## config.mk

```make
export PLATFORM = sky130hd
export DESIGN_NAME = smem_strobe_gen
export DESIGN_NICKNAME = d
export VERILOG_FILES = /design/src/rtl/smem_strobe_pkg.sv /design/src/rtl/smem_window_decode.sv /design/src/rtl/smem_cycle_ctr.sv /design/src/rtl/smem_strobe_win.sv /design/src/rtl/smem_strobe_gen.sv
export SDC_FILE = /design/constraint.sdc
export NUM_CORES = 1
export LEC_CHECK = 0
export BUFFER_PORTS_ARGS = -buffer_cell sky130_fd_sc_hd__buf_2
export CORE_MARGIN = 2
export CORE_UTILIZATION = 45
export DETAILED_ROUTE_END_ITERATION = 10
export PLACE_DENSITY_LB_ADDON = 0.15
export SLEW_MARGIN = 10
export SYNTH_ARGS = -nofsm -noshare
export SYNTH_HDL_FRONTEND = slang
export SYNTH_SLANG_ARGS = --single-unit
```

## constraint.sdc

```tcl
create_clock -name clk -period 3.85 [get_ports clk]
set_clock_uncertainty 0.2 [all_clocks]
set_input_delay 0.9625 -clock clk [delete_from_list [all_inputs] [get_ports clk]]
set_output_delay 0.9625 -clock clk [all_outputs]
set_load 0.05 [all_outputs]
```

## src/rtl/smem_strobe_pkg.sv

```systemverilog
package smem_strobe_pkg;

    localparam int SETUP_CW = 6;
    localparam int WIDTH_CW = 7;
    localparam int LEN_CW   = 9;
    localparam int CNT_W    = 10;
    localparam int N_CHAN   = 2;   // channel 0: data strobe, channel 1: chip select

    typedef logic [CNT_W-1:0] cnt_t;

    typedef enum logic {
        ACC_READ  = 1'b0,
        ACC_WRITE = 1'b1
    } acc_kind_t;

    typedef struct packed {
        logic [SETUP_CW-1:0] setup;
        logic [WIDTH_CW-1:0] width;
    } stb_code_t;

    typedef struct packed {
        cnt_t open_at;
        cnt_t close_at;   // first index at which the strobe is high again
    } stb_window_t;

    function automatic cnt_t decode_setup(input logic [SETUP_CW-1:0] c);
        return cnt_t'({c[SETUP_CW-1], 7'd0}) + cnt_t'(c[SETUP_CW-2:0]);
    endfunction

    function automatic cnt_t decode_width(input logic [WIDTH_CW-1:0] c);
        return cnt_t'({c[WIDTH_CW-1], 8'd0}) + cnt_t'(c[WIDTH_CW-2:0]);
    endfunction

    function automatic cnt_t decode_len(input logic [LEN_CW-1:0] c);
        return cnt_t'({c[LEN_CW-1:LEN_CW-2], 8'd0}) + cnt_t'(c[LEN_CW-3:0]);
    endfunction

endpackage

```

## src/rtl/smem_window_decode.sv

```systemverilog
module smem_window_decode
    import smem_strobe_pkg::*;
(
    input  stb_code_t   code_i,
    output stb_window_t win_o
);
    cnt_t open_at;

    always_comb begin
        open_at        = decode_setup(code_i.setup);
        win_o.open_at  = open_at;
        win_o.close_at = open_at + decode_width(code_i.width);
    end
endmodule

```

## src/rtl/smem_cycle_ctr.sv

```systemverilog
module smem_cycle_ctr
    import smem_strobe_pkg::*;
(
    input  logic clk,
    input  logic rst,
    input  logic start_i,
    input  cnt_t last_i,
    output logic accept_o,
    output logic busy_o,
    output logic done_o,
    output cnt_t cnt_o
);
    logic busy_q;
    cnt_t cnt_q;

    assign accept_o = start_i && !busy_q;
    assign busy_o   = busy_q;
    assign cnt_o    = cnt_q;
    assign done_o   = busy_q && (cnt_q == last_i);

    always_ff @(posedge clk) begin
        if (rst) begin
            busy_q <= 1'b0;
            cnt_q  <= '0;
        end else if (!busy_q) begin
            busy_q <= start_i;
            cnt_q  <= '0;
        end else if (cnt_q == last_i) begin
            busy_q <= 1'b0;
            cnt_q  <= '0;
        end else begin
            cnt_q  <= cnt_q + cnt_t'(1);
        end
    end

    // the done clock is always the last busy clock
    a_r9_done_ends: assert property (@(posedge clk) disable iff (rst)
        done_o |=> !busy_o);

    // the counter never runs past the final index
    a_r3_cnt_bound: assert property (@(posedge clk) disable iff (rst)
        busy_o |-> (cnt_o <= last_i));

    // a running access advances by one and is not restarted
    a_r7_no_restart: assert property (@(posedge clk) disable iff (rst)
        (busy_o && !done_o) |=> (busy_o && cnt_o == $past(cnt_o) + cnt_t'(1)));
endmodule

```

## src/rtl/smem_strobe_win.sv

```systemverilog
module smem_strobe_win
    import smem_strobe_pkg::*;
(
    input  logic        clk,
    input  logic        rst,
    input  logic        busy_i,
    input  cnt_t        cnt_i,
    input  stb_window_t win_i,
    output logic        act_n_o
);
    logic in_win;

    assign in_win  = (cnt_i >= win_i.open_at) && (cnt_i < win_i.close_at);
    assign act_n_o = !(busy_i && in_win);

    // an empty window never drives the strobe low
    a_r6_empty_window: assert property (@(posedge clk) disable iff (rst)
        (win_i.open_at == win_i.close_at) |-> act_n_o);

    // the strobe never falls before its setup index
    a_r1_not_early: assert property (@(posedge clk) disable iff (rst)
        !act_n_o |-> (cnt_i >= win_i.open_at));
endmodule

```

## src/rtl/smem_strobe_gen.sv

```systemverilog
module smem_strobe_gen
    import smem_strobe_pkg::*;
(
    input  logic                clk,
    input  logic                rst,
    input  logic                start_i,
    input  logic                dir_i,
    input  logic [SETUP_CW-1:0] rd_stb_setup_i,
    input  logic [WIDTH_CW-1:0] rd_stb_width_i,
    input  logic [SETUP_CW-1:0] rd_sel_setup_i,
    input  logic [WIDTH_CW-1:0] rd_sel_width_i,
    input  logic [SETUP_CW-1:0] wr_stb_setup_i,
    input  logic [WIDTH_CW-1:0] wr_stb_width_i,
    input  logic [SETUP_CW-1:0] wr_sel_setup_i,
    input  logic [WIDTH_CW-1:0] wr_sel_width_i,
    input  logic [LEN_CW-1:0]   rd_len_i,
    input  logic [LEN_CW-1:0]   wr_len_i,
    output logic                rd_n_o,
    output logic                wr_n_o,
    output logic                cs_n_o,
    output logic                busy_o,
    output logic                done_o
);
    stb_code_t   rd_code  [N_CHAN];
    stb_code_t   wr_code  [N_CHAN];
    stb_code_t   sel_code [N_CHAN];
    stb_window_t win_d    [N_CHAN];
    stb_window_t win_q    [N_CHAN];
    logic [N_CHAN-1:0] act_n;

    acc_kind_t kind_q;
    cnt_t      len_dec, last_d, last_q, cnt;
    logic      accept;

    assign rd_code[0] = '{setup: rd_stb_setup_i, width: rd_stb_width_i};
    assign rd_code[1] = '{setup: rd_sel_setup_i, width: rd_sel_width_i};
    assign wr_code[0] = '{setup: wr_stb_setup_i, width: wr_stb_width_i};
    assign wr_code[1] = '{setup: wr_sel_setup_i, width: wr_sel_width_i};

    assign len_dec = decode_len(dir_i ? wr_len_i : rd_len_i);
    assign last_d  = (len_dec == '0) ? '0 : len_dec - cnt_t'(1);

    smem_cycle_ctr u_ctr (
        .clk      (clk),
        .rst      (rst),
        .start_i  (start_i),
        .last_i   (last_q),
        .accept_o (accept),
        .busy_o   (busy_o),
        .done_o   (done_o),
        .cnt_o    (cnt)
    );

    always_ff @(posedge clk) begin
        if (rst) begin
            kind_q <= ACC_READ;
            last_q <= '0;
        end else if (accept) begin
            kind_q <= dir_i ? ACC_WRITE : ACC_READ;
            last_q <= last_d;
        end
    end

    for (genvar g = 0; g < N_CHAN; g++) begin : g_chan
        assign sel_code[g] = dir_i ? wr_code[g] : rd_code[g];

        smem_window_decode u_dec (
            .code_i (sel_code[g]),
            .win_o  (win_d[g])
        );

        always_ff @(posedge clk) begin
            if (rst)
                win_q[g] <= '0;
            else if (accept)
                win_q[g] <= win_d[g];
        end

        smem_strobe_win u_win (
            .clk     (clk),
            .rst     (rst),
            .busy_i  (busy_o),
            .cnt_i   (cnt),
            .win_i   (win_q[g]),
            .act_n_o (act_n[g])
        );
    end

    assign rd_n_o = act_n[0] || (kind_q == ACC_WRITE);
    assign wr_n_o = act_n[0] || (kind_q == ACC_READ);
    assign cs_n_o = act_n[1];

    // read and write strobes never fall together
    a_r4_one_dir: assert property (@(posedge clk) disable iff (rst)
        !(!rd_n_o && !wr_n_o));

    // outside an access every strobe is high
    a_r5_idle_high: assert property (@(posedge clk) disable iff (rst)
        !busy_o |-> (rd_n_o && wr_n_o && cs_n_o));

    // the latched access settings hold for the whole access
    a_r7_cfg_held: assert property (@(posedge clk) disable iff (rst)
        (busy_o && !done_o) |=> ($stable(kind_q) && $stable(last_q)));
endmodule

```

==> results of run 1 <==
area by class of cell:
| type | count | area (µm²) | area share (%) |
|---|---|---|---|
| Multi-Input combinational cell | 259 | 2100 | 50.4 |
| Sequential cell | 50 | 1280 | 30.7 |
| Timing Repair Buffer | 83 | 428 | 10.3 |
| Inverter | 37 | 139 | 3.33 |
| Tap cell | 102 | 128 | 3.06 |
| Clock buffer | 6 | 82.6 | 1.98 |
| Clock inverter | 2 | 11.3 | 0.270 |
synth_stat cells, types with 9 or more instances:
library cell               count
sky130_fd_sc_hd__and2_1       11
sky130_fd_sc_hd__xor2_1       14
sky130_fd_sc_hd__nor3_1        9
sky130_fd_sc_hd__nand2_1       9
sky130_fd_sc_hd__dfxtp_1      22
sky130_fd_sc_hd__mux2_2       17
sky130_fd_sc_hd__nor2_1       31
sky130_fd_sc_hd__ha_1         38
sky130_fd_sc_hd__inv_1        37
sky130_fd_sc_hd__a22o_1       10
sky130_fd_sc_hd__xnor2_1      18
sky130_fd_sc_hd__a21oi_1      17
sky130_fd_sc_hd__mux2i_1      17
sky130_fd_sc_hd__edfxtp_1     28
path summary, 6_finish.rpt:
check	to	slack (ns)	cells after the start
worst max register to register	win_q[0][2]	1.74	4
worst min-delay path	last_q[7]	0.30	1
worst min register to register	last_q[7]	0.30	1
worst max-delay path	rd_n_o	0.17	7
power groups by stage:
stage / logic [mW] / clock network (mW) / registers, mW
floorplan: 0.243 / 0 / 0.648
global placement: 0.338 / 0 / 0.649
detailed placement: 0.344 / 0 / 0.650
CTS: 0.347 / 0.326 / 0.638
global route: 0.391 / 0.342 / 0.642
finish: 0.342 / 0.319 / 0.636
metrics by stage:
stage	hold WS [ns]	instances	worst slack, ns
floorplan	0.262	356	0.466
global placement	0.289	531	0.417
detailed placement	0.287	531	0.318
CTS	0.309	539	0.169
global route	0.344	539	0.0520
finish	0.303	539	0.170
flip-flops by register name, indices dropped and copies added (netlist names):
name,flops
last_q,10
u_ctr.cnt_o,10
win_q,28
u_ctr.busy_o,1
kind_q,1
critical path, cell delays in order (launching register included):
cell	delay, ns
sky130_fd_sc_hd__dfxtp_1	0.46
sky130_fd_sc_hd__ha_1	0.27
sky130_fd_sc_hd__a21o_1	0.18
sky130_fd_sc_hd__a2111oi_2	0.34
sky130_fd_sc_hd__o21ai_1	0.15
sky130_fd_sc_hd__a2111o_1	0.45
sky130_fd_sc_hd__nand4b_1	0.11
sky130_fd_sc_hd__buf_2	0.26
layer usage:
layer	track usage [%]	vias to the layer above	wire length, µm
met5	0	-	0
met4	3.92	0	48
met3	2.66	5	170
met2	30.7	38	3610
met1	24.8	1248	3600
li1	-	1422	-
cell families (layout without fill, tap and decap cells):
logic type / Yosys count / count (layout)
AO/OA/AOI/OAI: 54 / 54
multiplexers: 35 / 35
adder cells (fa/ha/maj): 40 / 40
AND/OR/NAND/NOR: 98 / 98
XOR/XNOR: 32 / 32
buffers and inverters: 47 / 128
flip-flops: 50 / 50
==> tab_implementation.tex, run 1 <==
\begin{tabular}{lr}
\hline
Metric & Value \\
\hline
\multicolumn{2}{l}{\textbf{Timing}} \\
Final hold viol count & 0 \\
Number of setup violations in the final report & 0 \\
Final critical-path required period & 3.68 ns \\
Max transition margin & 42.0\% \\
Highest attainable clock frequency & 272 MHz \\
Transition time of the tightest slew-check pin & 0.870 ns \\
RSZ-0062 raised after global routing & false \\
Final period util & 95.6\% \\
Setup TNS after final layout & 0 ns \\
Number of slew-limit violations in the final report & 0 \\
\multicolumn{2}{l}{\textbf{Die}} \\
Vertical die dimension & 93.2 µm \\
Std-Cell Core Area & 7730 µm² \\
Die width & 93.2 µm \\
Area of the die & 8680 µm² \\
Starting density of the core & 46.3\% \\
Site Rows & 32 \\
I/O pin count & 79 \\
\multicolumn{2}{l}{\textbf{Finish}} \\
Most frequent cells in the layout & 78 x sky130\_fd\_sc\_hd\_\_buf\_2, 38 x sky130\_fd\_sc\_hd\_\_ha\_1, 37 x sky130\_fd\_sc\_hd\_\_inv\_1, 31 x sky130\_fd\_sc\_hd\_\_nor2\_1, 28 x sky130\_fd\_sc\_hd\_\_edfxtp\_1 \\
Nets & 550 \\
Most common cell after layout, fill and taps aside & sky130\_fd\_sc\_hd\_\_buf\_2 \\
Antenna Cells & 0 \\
Share of cells above drive strength 1 & 27.0\% \\
Number of filler instances in the final layout & 701 \\
Core occupancy in the finished layout & 54.0\% \\
Area growth, synth to finish & 16.6\% \\
Design Area, Final & 4170 µm² \\
\multicolumn{2}{l}{\textbf{Synth}} \\
Register bit total from synthesis & 50 \\
Number of synthesized flops with an enable pin & 28 \\
Combinational family with the most area after synthesis & simple AND/OR/NAND/NOR gates \\
Adder-Cell Fraction of Synth Area & 14.4\% \\
Largest area contributor in the synthesized netlist & sky130\_fd\_sc\_hd\_\_edfxtp\_1 \\
Area fraction in compound gates after synthesis & 11.2\% \\
Synth top area cells & sky130\_fd\_sc\_hd\_\_edfxtp\_1 23\%, sky130\_fd\_sc\_hd\_\_ha\_1 13\%, sky130\_fd\_sc\_hd\_\_dfxtp\_1 12\% \\
Number of distinct library cells after synthesis & 47 \\
Mapped Avg Cell Area & 10.1 µm² \\
Synthesized instance count & 356 \\
Proportion of netlist area held by the largest area contributor & 23.5\% \\
Xor and xnor area share after synthesis & 7.83\% \\
Multiplexer fraction of the synthesized cell area & 10.7\% \\
Post-synthesis instance area & 3580 µm² \\
Number of warning messages in the yosys log & 0 \\
Proportion of register bits with asynchronous set or reset after synthesis & 0\% \\
Share of synthesized area occupied by flip-flops and latches & 35.8\% \\
Fraction of the mapped netlist area in simple logic gates & 14.5\% \\
Synthesized Nets & 470 \\
Ys flop type & sky130\_fd\_sc\_hd\_\_edfxtp\_1 \\
\multicolumn{2}{l}{\textbf{Route}} \\
Routed len/inst & 13.8 µm \\
DRT Wirelength & 7430 µm \\
Mean number of vias per cell & 5.03 \\
Number of design rule violations left after detail routing & 0 \\
Number of nets with antenna violations after detailed routing & 0 \\
Violation count after the first detailed-route iteration & 95 \\
Detailed-route via count & 2,713 \\
First-pass DRT Iterations & 4 \\
\multicolumn{2}{l}{\textbf{CTS}} \\
Worst-path clk slew & 0.10 ns \\
Clock insertion delay at the later pin of the skew report & 0.30 ns \\
Post-CTS setup-driven buffer insertion count & 0 \\
Number of clock sinks & 50 \\
Clk Tree Root Cell & sky130\_fd\_sc\_hd\_\_clkbuf\_8 \\
Cts hold-fix bufs & 0 \\
Clock buffers created by TritonCTS & 5 \\
Clock buffer depth & 2 \\
Number of H-tree levels & 2 \\
Post-cts gate resize count & 0 \\
Clock tree from TritonCTS & built \\
\multicolumn{2}{l}{\textbf{Placed design}} \\
Dpl cell area & 4080 µm² \\
Placed wire-length estimate after detailed placement & 5960 µm \\
Input/output buffers & 78 \\
Final Wtd Congestion & 0.793 \\
\multicolumn{2}{l}{\textbf{Power and ir drop}} \\
Switching share of power & 29.4\% \\
Switching component of the power & 0.381 mW \\
Gate power share & 26.4\% \\
Part of the power in registers & 49.0\% \\
Clk pwr share & 24.6\% \\
Power density over the cells & 311 nW/µm² \\
Worst VDD drop & 0.126 mV \\
Internal portion of total power & 0.917 mW \\
Post-layout total power & 1.30 mW \\
Total leakage power & 1.91 nW \\
\multicolumn{2}{l}{\textbf{Hold path}} \\
Start point of the worst hold path & last\_q[7] \\
Kind of path behind the tightest hold check & reg -> reg \\
\multicolumn{2}{l}{\textbf{Global route}} \\
Remaining global-route overflow & 0 \\
Vias in the first global route & 2,665 \\
Maximum number of pins on one net before global-route repair & 28 \\
Initial antenna violation count & 0 \\
Global-route usage over all layers & 18.2\% \\
First-pass GRT wire length & 12,600 µm \\
\multicolumn{2}{l}{\textbf{Worst setup path}} \\
Worst reg2reg startpoint & u\_ctr.busy\_o \\
Maximum fanout along the worst path & 10 \\
Category of the worst setup path launch point & flip-flop \\
Sort of element at the end of the critical path & output pin \\
Data arrival time at the worst-slack endpoint & 2.52 ns \\
Setup CP Type & reg -> out \\
Endpoint required time on the critical path & 2.69 ns \\
Startpoint of the worst setup timing path & u\_ctr.cnt\_o[2] \\
\multicolumn{2}{l}{\textbf{Flow run}} \\
Max-cap violations & 0 \\
\multicolumn{2}{l}{\textbf{Status}} \\
Outcome & completed \\
\hline
\end{tabular}
Power figures use the tool's default switching activity.
==> run 2, diff against run 1 <==
--- a/config.mk
+++ b/config.mk
@@ -5,6 +5,7 @@
 export SDC_FILE = /design/constraint.sdc
 export NUM_CORES = 1
 export LEC_CHECK = 0
+export ABC_AREA = 1
 export BUFFER_PORTS_ARGS = -buffer_cell sky130_fd_sc_hd__buf_2
 export CORE_MARGIN = 2
 export CORE_UTILIZATION = 45
==> run 2 against run 1 <==
Non-clock buffer count shrank 3; total power shrank 0.58%; final area grew 4.0%; final cell count grew 32%; worst setup slack gained 0.48 ns; hold slack lost 0.028 ns; combinational power grew 4%.
==> tab_implementation.tex, run 2 <==
\begin{tabular}{lr}
\hline
Metric & Value \\
\hline
\multicolumn{2}{l}{\textbf{Timing}} \\
Final critical-path required period & 3.20 ns \\
Max transition margin & 25.6\% \\
Setup TNS after final layout & 0 ns \\
Final period util & 83.1\% \\
RSZ-0062 raised after global routing & false \\
Transition time of the tightest slew-check pin & 1.11 ns \\
Number of setup violations in the final report & 0 \\
Highest attainable clock frequency & 313 MHz \\
Final hold viol count & 0 \\
Number of slew-limit violations in the final report & 0 \\
\multicolumn{2}{l}{\textbf{Worst setup path}} \\
Worst reg2reg startpoint & u\_ctr.busy\_o \\
Largest delay contributor family on the critical path & flip-flops \\
Maximum fanout along the worst path & 8 \\
Data arrival time at the worst-slack endpoint & 2.04 ns \\
Max incr delay on CP & 0.61 ns \\
Sort of element at the end of the critical path & output pin \\
Number of buffer and inverter instances along the worst setup path & 1 \\
Endpoint required time on the critical path & 2.69 ns \\
Cell depth of the worst flop-to-flop path & 6 \\
Critical R2R Capture & win\_q[0][3] \\
Crit-path slowest cell & sky130\_fd\_sc\_hd\_\_dfxtp\_1 \\
Reg-to-reg setup timing slack & 1.27 ns \\
Most common cell on crit path & sky130\_fd\_sc\_hd\_\_nand2\_1 \\
CP cell instances & ha\_1 -> nand2\_1 -> nand2\_1 -> nand2\_1 -> nand2\_1 -> nand2\_1 -> nand2\_1 -> nor2\_1 -> nand4\_1 -> buf\_2 \\
Setup CP Type & reg -> out \\
Category of the worst setup path launch point & flip-flop \\
\multicolumn{2}{l}{\textbf{CTS}} \\
Clock insertion delay at the later pin of the skew report & 0.30 ns \\
Post-CTS setup-driven buffer insertion count & 0 \\
Clk Tree Root Cell & sky130\_fd\_sc\_hd\_\_clkbuf\_8 \\
Clock buffers created by TritonCTS & 5 \\
Clock buffer depth & 2 \\
Cts hold-fix bufs & 0 \\
Worst-path clk slew & 0.09 ns \\
Clock tree from TritonCTS & built \\
Post-cts gate resize count & 0 \\
Number of H-tree levels & 2 \\
Number of clock sinks & 50 \\
\multicolumn{2}{l}{\textbf{Synth}} \\
Number of warning messages in the yosys log & 0 \\
Mapped Avg Cell Area & 7.10 µm² \\
Most numerous cell in the Yosys netlist & sky130\_fd\_sc\_hd\_\_nand2\_1 \\
Share of synthesized area occupied by flip-flops and latches & 34.0\% \\
Number of synthesized flops with an enable pin & 28 \\
Synth cell count leaders & 142 x sky130\_fd\_sc\_hd\_\_nand2\_1, 90 x sky130\_fd\_sc\_hd\_\_inv\_1, 59 x sky130\_fd\_sc\_hd\_\_nor2\_1, 38 x sky130\_fd\_sc\_hd\_\_ha\_1, 34 x sky130\_fd\_sc\_hd\_\_o21ai\_0 \\
Synthesized Nets & 645 \\
Synthesized instance count & 531 \\
Proportion of netlist area held by the largest area contributor & 22.3\% \\
Synth top area cells & sky130\_fd\_sc\_hd\_\_edfxtp\_1 22\%, sky130\_fd\_sc\_hd\_\_nand2\_1 14\%, sky130\_fd\_sc\_hd\_\_ha\_1 13\% \\
Largest area contributor in the synthesized netlist & sky130\_fd\_sc\_hd\_\_edfxtp\_1 \\
Ys flop type & sky130\_fd\_sc\_hd\_\_edfxtp\_1 \\
Post-synthesis instance area & 3770 µm² \\
Number of distinct library cells after synthesis & 36 \\
Register bit total from synthesis & 50 \\
Proportion of register bits with asynchronous set or reset after synthesis & 0\% \\
\multicolumn{2}{l}{\textbf{Die}} \\
Area of the die & 9130 µm² \\
Vertical die dimension & 95.6 µm \\
I/O pin count & 79 \\
Std-Cell Core Area & 8180 µm² \\
Die width & 95.6 µm \\
Starting density of the core & 46.1\% \\
Site Rows & 33 \\
\multicolumn{2}{l}{\textbf{Route}} \\
Number of nets with antenna violations after detailed routing & 0 \\
Number of design rule violations left after detail routing & 0 \\
Routed len/inst & 11.8 µm \\
Detailed-route via count & 3,465 \\
DRT Wirelength & 8430 µm \\
Mean number of vias per cell & 4.85 \\
Violation count after the first detailed-route iteration & 120 \\
First-pass DRT Iterations & 4 \\
\multicolumn{2}{l}{\textbf{Finish}} \\
Nets & 722 \\
Area growth, synth to finish & 15.1\% \\
Max FFs per register & 28 \\
Most frequent cells in the layout & 142 x sky130\_fd\_sc\_hd\_\_nand2\_1, 89 x sky130\_fd\_sc\_hd\_\_inv\_1, 78 x sky130\_fd\_sc\_hd\_\_buf\_2, 59 x sky130\_fd\_sc\_hd\_\_nor2\_1, 38 x sky130\_fd\_sc\_hd\_\_ha\_1 \\
Share of cells above drive strength 1 & 17.9\% \\
Register containing the most flip-flops in the final layout & win\_q \\
Finished Layout Cells & 714 \\
Most common cell after layout, fill and taps aside & sky130\_fd\_sc\_hd\_\_nand2\_1 \\
Antenna Cells & 0 \\
Number of filler instances in the final layout & 810 \\
Top Registers & win\_q: 28 flops, last\_q: 10 flops, u\_ctr.cnt\_o: 10 flops \\
\multicolumn{2}{l}{\textbf{Placed design}} \\
Input/output buffers & 78 \\
Final Wtd Congestion & 0.910 \\
Total placed cells including tap cells & 706 \\
Placed wire-length estimate after detailed placement & 6620 µm \\
\multicolumn{2}{l}{\textbf{Power and ir drop}} \\
Worst VDD drop & 0.173 mV \\
Total leakage power & 2.23 nW \\
Power density over the cells & 297 nW/µm² \\
\multicolumn{2}{l}{\textbf{Hold path}} \\
Hold EP & last\_q[9] \\
Hold Path Stages & 2 \\
Start point of the worst hold path & last\_q[9] \\
Kind of path behind the tightest hold check & reg -> reg \\
\multicolumn{2}{l}{\textbf{Global route}} \\
First-pass GRT wire length & 14,400 µm \\
Vias in the first global route & 3,297 \\
Maximum number of pins on one net before global-route repair & 41 \\
Initial antenna violation count & 0 \\
Remaining global-route overflow & 0 \\
Global-route usage over all layers & 20.0\% \\
\multicolumn{2}{l}{\textbf{Status}} \\
Outcome & completed \\
\multicolumn{2}{l}{\textbf{Flow run}} \\
Max-cap violations & 0 \\
\hline
\end{tabular}
==> run 2: cell count changes after synthesis, sizes merged, moves of 17 or more <==
| cell | before | now |
|---|---|---|
| inv | 37 | 93 |
| xnor2 | 18 | 1 |
| nand2 | 10 | 146 |
| nor2 | 31 | 63 |
| mux2i | 18 | 1 |
| mux2 | 17 | 0 |
| o21ai | 8 | 40 |
==> run 2: area by class of cell <==
cell class | instances | area (µm²) | share of cell area (%)
multi-input combinational | 378 | 2090 | 48.1
tap | 105 | 131 | 3.03
sequential | 50 | 1280 | 29.5
timing repair buffer | 80 | 405 | 9.34
inverter | 93 | 349 | 8.04
clock inverter | 3 | 16.3 | 0.375
clock buffer | 5 | 68.8 | 1.59
==> run 2: stage by stage <==
step / util (%) / power [mW] / hold WS, ns / area, µm² / worst slack, ns
after CTS: 53.1 / 1.30 / 0.278 / 4340 / 0.622
after global placement: 52.1 / 0.992 / 0.259 / 4260 / 0.530
final: 53.1 / 1.29 / 0.276 / 4340 / 0.652
after floorplan: - / 0.897 / 0.241 / 3770 / 0.827
after global routing: 53.1 / 1.38 / 0.288 / 4340 / 0.455
after detailed placement: 52.1 / 1.00 / 0.264 / 4260 / 0.405
==> run 2: worst max path at each step <==
stage | start | to | depth (start not counted)
2_1_floorplan | dir_i | win_q[1][4] | 13
3_3_place_gp | dir_i | win_q[0][4] | 13
3_5_place_dp | dir_i | win_q[1][4] | 13
4_1_cts | u_ctr.cnt_o[3] | wr_n_o | 10
5_1_grt | u_ctr.cnt_o[0] | wr_n_o | 10
6_report | u_ctr.cnt_o[3] | wr_n_o | 10
==> run 2: kinds of logic (layout without fill, tap and decap cells) <==
group	Yosys count	after routing	synth area share (%)
adder cells (fa/ha/maj)	40	40	13.7
XOR/XNOR	10	10	2.32
flip-flops	50	50	34.0
multiplexers	1	1	0.265
AND/OR/NAND/NOR	250	250	28.1
AO/OA/AOI/OAI	77	77	11.0
buffers and inverters	103	181	10.7
==> run 2: where the power goes <==
part           leakage [nW]  internal, mW  switching (mW)
clock                0.0432         0.125           0.175
sequential            0.482         0.618          0.0190
combinational          1.71         0.134           0.220
total                  2.23         0.877           0.414
==> run 2: worst min-delay path, delay by kind of cell, from the launching register on <==
kind,cells,cell delay (ns)
flops,1,0.33
simple gates,2,0.10
==> run 2: metal layers <==
metal  track usage (%)  part of all wire, %  vias up
li1                  -                    -     1844
met1              25.1                   46     1522
met2              36.1                   48       89
met3              2.92                  4.3       10
met4              4.52                  1.4        0
met5                 0                    0        -
==> run 3, diff against run 2 <==
==> constraint.sdc (replaced) <==
create_clock -name clk -period 3.17 [get_ports clk]
set_clock_uncertainty 0.2 [all_clocks]
set_input_delay 0.7925 -clock clk [delete_from_list [all_inputs] [get_ports clk]]
set_output_delay 0.7925 -clock clk [all_outputs]
set_load 0.05 [all_outputs]
==> run 3 against run 2 <==
Combinational power grew 22%; sequential power is 21% higher; clock power rose by 24%; global-route usage fell by 0.53 points; wire length down 2.7%; sequential share of layout area decreased by 0.28 points; count of clock-buffer cells in the layout unchanged; sequential cell count unchanged; critical endpoint unchanged.
==> tab_implementation.tex, run 3 (synthesis results as in run 2) <==
\begin{tabular}{lr}
\hline
Metric & Value \\
\hline
\multicolumn{2}{l}{\textbf{Die}} \\
I/O pin count & 79 \\
Site Rows & 33 \\
Vertical die dimension & 95.6 µm \\
Std-Cell Core Area & 8180 µm² \\
Area of the die & 9130 µm² \\
Die width & 95.6 µm \\
Starting density of the core & 46.1\% \\
\multicolumn{2}{l}{\textbf{CTS}} \\
Post-CTS setup-driven buffer insertion count & 0 \\
Clock tree from TritonCTS & built \\
Cts hold-fix bufs & 0 \\
Number of clock sinks & 50 \\
Worst-path clk slew & 0.09 ns \\
Clock buffer depth & 2 \\
Clk Tree Root Cell & sky130\_fd\_sc\_hd\_\_clkbuf\_8 \\
Clock insertion delay at the later pin of the skew report & 0.31 ns \\
Post-cts gate resize count & 0 \\
Clock buffers created by TritonCTS & 5 \\
Number of H-tree levels & 2 \\
\multicolumn{2}{l}{\textbf{Finish}} \\
Top Registers & win\_q: 28 flops, last\_q: 10 flops, u\_ctr.cnt\_o: 10 flops \\
Most common cell after layout, fill and taps aside & sky130\_fd\_sc\_hd\_\_nand2\_1 \\
Nets & 727 \\
Finished Layout Cells & 719 \\
Most frequent cells in the layout & 142 x sky130\_fd\_sc\_hd\_\_nand2\_1, 90 x sky130\_fd\_sc\_hd\_\_inv\_1, 78 x sky130\_fd\_sc\_hd\_\_buf\_2, 59 x sky130\_fd\_sc\_hd\_\_nor2\_1, 38 x sky130\_fd\_sc\_hd\_\_ha\_1 \\
Storage element area & 1280 µm² \\
Antenna Cells & 0 \\
Total area of multi-input combinational cells & 2090 µm² \\
Design Area, Final & 4380 µm² \\
Max FFs per register & 28 \\
Share of cells above drive strength 1 & 18.7\% \\
Area growth, synth to finish & 16.2\% \\
Register containing the most flip-flops in the final layout & win\_q \\
Number of filler instances in the final layout & 818 \\
\multicolumn{2}{l}{\textbf{Worst setup path}} \\
Worst reg2reg startpoint & u\_ctr.busy\_o \\
Setup CP Type & reg -> out \\
Data arrival time at the worst-slack endpoint & 2.01 ns \\
Sort of element at the end of the critical path & output pin \\
Cell depth of the worst flop-to-flop path & 7 \\
Reg-to-reg setup timing slack & 1.14 ns \\
Maximum fanout along the worst path & 9 \\
Endpoint required time on the critical path & 2.18 ns \\
Category of the worst setup path launch point & flip-flop \\
Critical R2R Capture & win\_q[1][5] \\
\multicolumn{2}{l}{\textbf{Timing}} \\
Final critical-path required period & 3.00 ns \\
Max transition margin & 51.0\% \\
Final hold viol count & 0 \\
RSZ-0062 raised after global routing & false \\
Transition time of the tightest slew-check pin & 0.734 ns \\
Worst hold slack after final layout & 0.274 ns \\
Setup TNS after final layout & 0 ns \\
Number of setup violations in the final report & 0 \\
Number of slew-limit violations in the final report & 0 \\
Final period util & 94.6\% \\
Highest attainable clock frequency & 333 MHz \\
\multicolumn{2}{l}{\textbf{Route}} \\
Mean number of vias per cell & 4.83 \\
Number of nets with antenna violations after detailed routing & 0 \\
First-pass DRT Iterations & 4 \\
Number of design rule violations left after detail routing & 0 \\
Detailed-route via count & 3,476 \\
Routed len/inst & 11.4 µm \\
DRT Wirelength & 8200 µm \\
Violation count after the first detailed-route iteration & 97 \\
\multicolumn{2}{l}{\textbf{Hold path}} \\
Hold Path Stages & 2 \\
Kind of path behind the tightest hold check & reg -> reg \\
Hold EP & last\_q[8] \\
Start point of the worst hold path & last\_q[8] \\
\multicolumn{2}{l}{\textbf{Status}} \\
Outcome & completed \\
\multicolumn{2}{l}{\textbf{Placed design}} \\
Final Wtd Congestion & 0.895 \\
Dpl cell area & 4290 µm² \\
Total placed cells including tap cells & 711 \\
Placed wire-length estimate after detailed placement & 6700 µm \\
Input/output buffers & 78 \\
\multicolumn{2}{l}{\textbf{Flow run}} \\
Max-cap violations & 0 \\
\multicolumn{2}{l}{\textbf{Global route}} \\
Initial antenna violation count & 0 \\
Remaining global-route overflow & 0 \\
Maximum number of pins on one net before global-route repair & 34 \\
Vias in the first global route & 3,233 \\
Global-route usage over all layers & 19.5\% \\
First-pass GRT wire length & 14,000 µm \\
\multicolumn{2}{l}{\textbf{Power and ir drop}} \\
Internal portion of total power & 1.07 mW \\
Power density over the cells & 359 nW/µm² \\
Part of the power in registers & 49.0\% \\
Total leakage power & 2.26 nW \\
Switching share of power & 31.9\% \\
Switching component of the power & 0.503 mW \\
Gate power share & 27.4\% \\
Worst VDD drop & 0.172 mV \\
Clk pwr share & 23.6\% \\
\hline
\end{tabular}
run 3: changes by cell type in the layout (fill, tap and decap cells not counted), sizes merged:
cell      before  now
buf           80   85
clkinvlp       0    1
inv           92   94
clkinv         4    1
run 3: layer usage:
metal	global-route usage [%]	up-vias	share of wire [%]
met5	0	-	0
met2	34.1	77	47
li1	-	1854	-
met1	25.0	1535	48
met3	3.32	10	3.9
met4	4.52	0	1.3
run 3: worst max-delay path, stage by stage (launching register included):
cell and delay, ns:
sky130_fd_sc_hd__dfxtp_1 0.60, sky130_fd_sc_hd__ha_1 0.33, sky130_fd_sc_hd__nand2_1 0.06, sky130_fd_sc_hd__inv_1 0.05, sky130_fd_sc_hd__nand2_1 0.05, sky130_fd_sc_hd__nand2_1 0.04
sky130_fd_sc_hd__nand2_1 0.05, sky130_fd_sc_hd__nand2_1 0.05, sky130_fd_sc_hd__nor2_1 0.14, sky130_fd_sc_hd__nand4_1 0.10, sky130_fd_sc_hd__buf_2 0.22
run 3: worst max-delay path by stage:
stage                    from  cells after the start          end
4_1_cts        u_ctr.cnt_o[1]                      7       cs_n_o
6_report       u_ctr.cnt_o[5]                     10       wr_n_o
5_1_grt        u_ctr.cnt_o[1]                      7       cs_n_o
3_3_place_gp            dir_i                     13  win_q[0][4]
2_1_floorplan           dir_i                     13  win_q[1][4]
3_5_place_dp            dir_i                     13  win_q[1][4]
run 3: stage by stage:
stage | total power, mW | setup WS (ns) | util [%]
floorplan | 1.09 | 0.317 | -
global placement | 1.21 | 0.193 | 52.5
detailed placement | 1.22 | 0.113 | 52.5
CTS | 1.59 | 0.163 | 53.6
global route | 1.69 | 0.0325 | 53.6
finish | 1.57 | 0.171 | 53.6
run 3: area by class of cell:
class                   instances  area share [%]
multi-input cells             378            47.7
flip-flops and latches         50            29.2
repair buffers                 85            10.1
inverters                      93            7.97
well taps                     105            3.00
clock buffers                   5            1.57
clock inverters                 3           0.457
run 3: power groups by stage:
stage	clock (mW)	combinational [mW]	sequential [mW]
2_1_floorplan	0	0.301	0.788
3_3_place_gp	0	0.425	0.784
3_5_place_dp	0	0.434	0.786
4_1_cts	0.384	0.436	0.771
5_1_grt	0.413	0.499	0.776
6_report	0.372	0.432	0.770
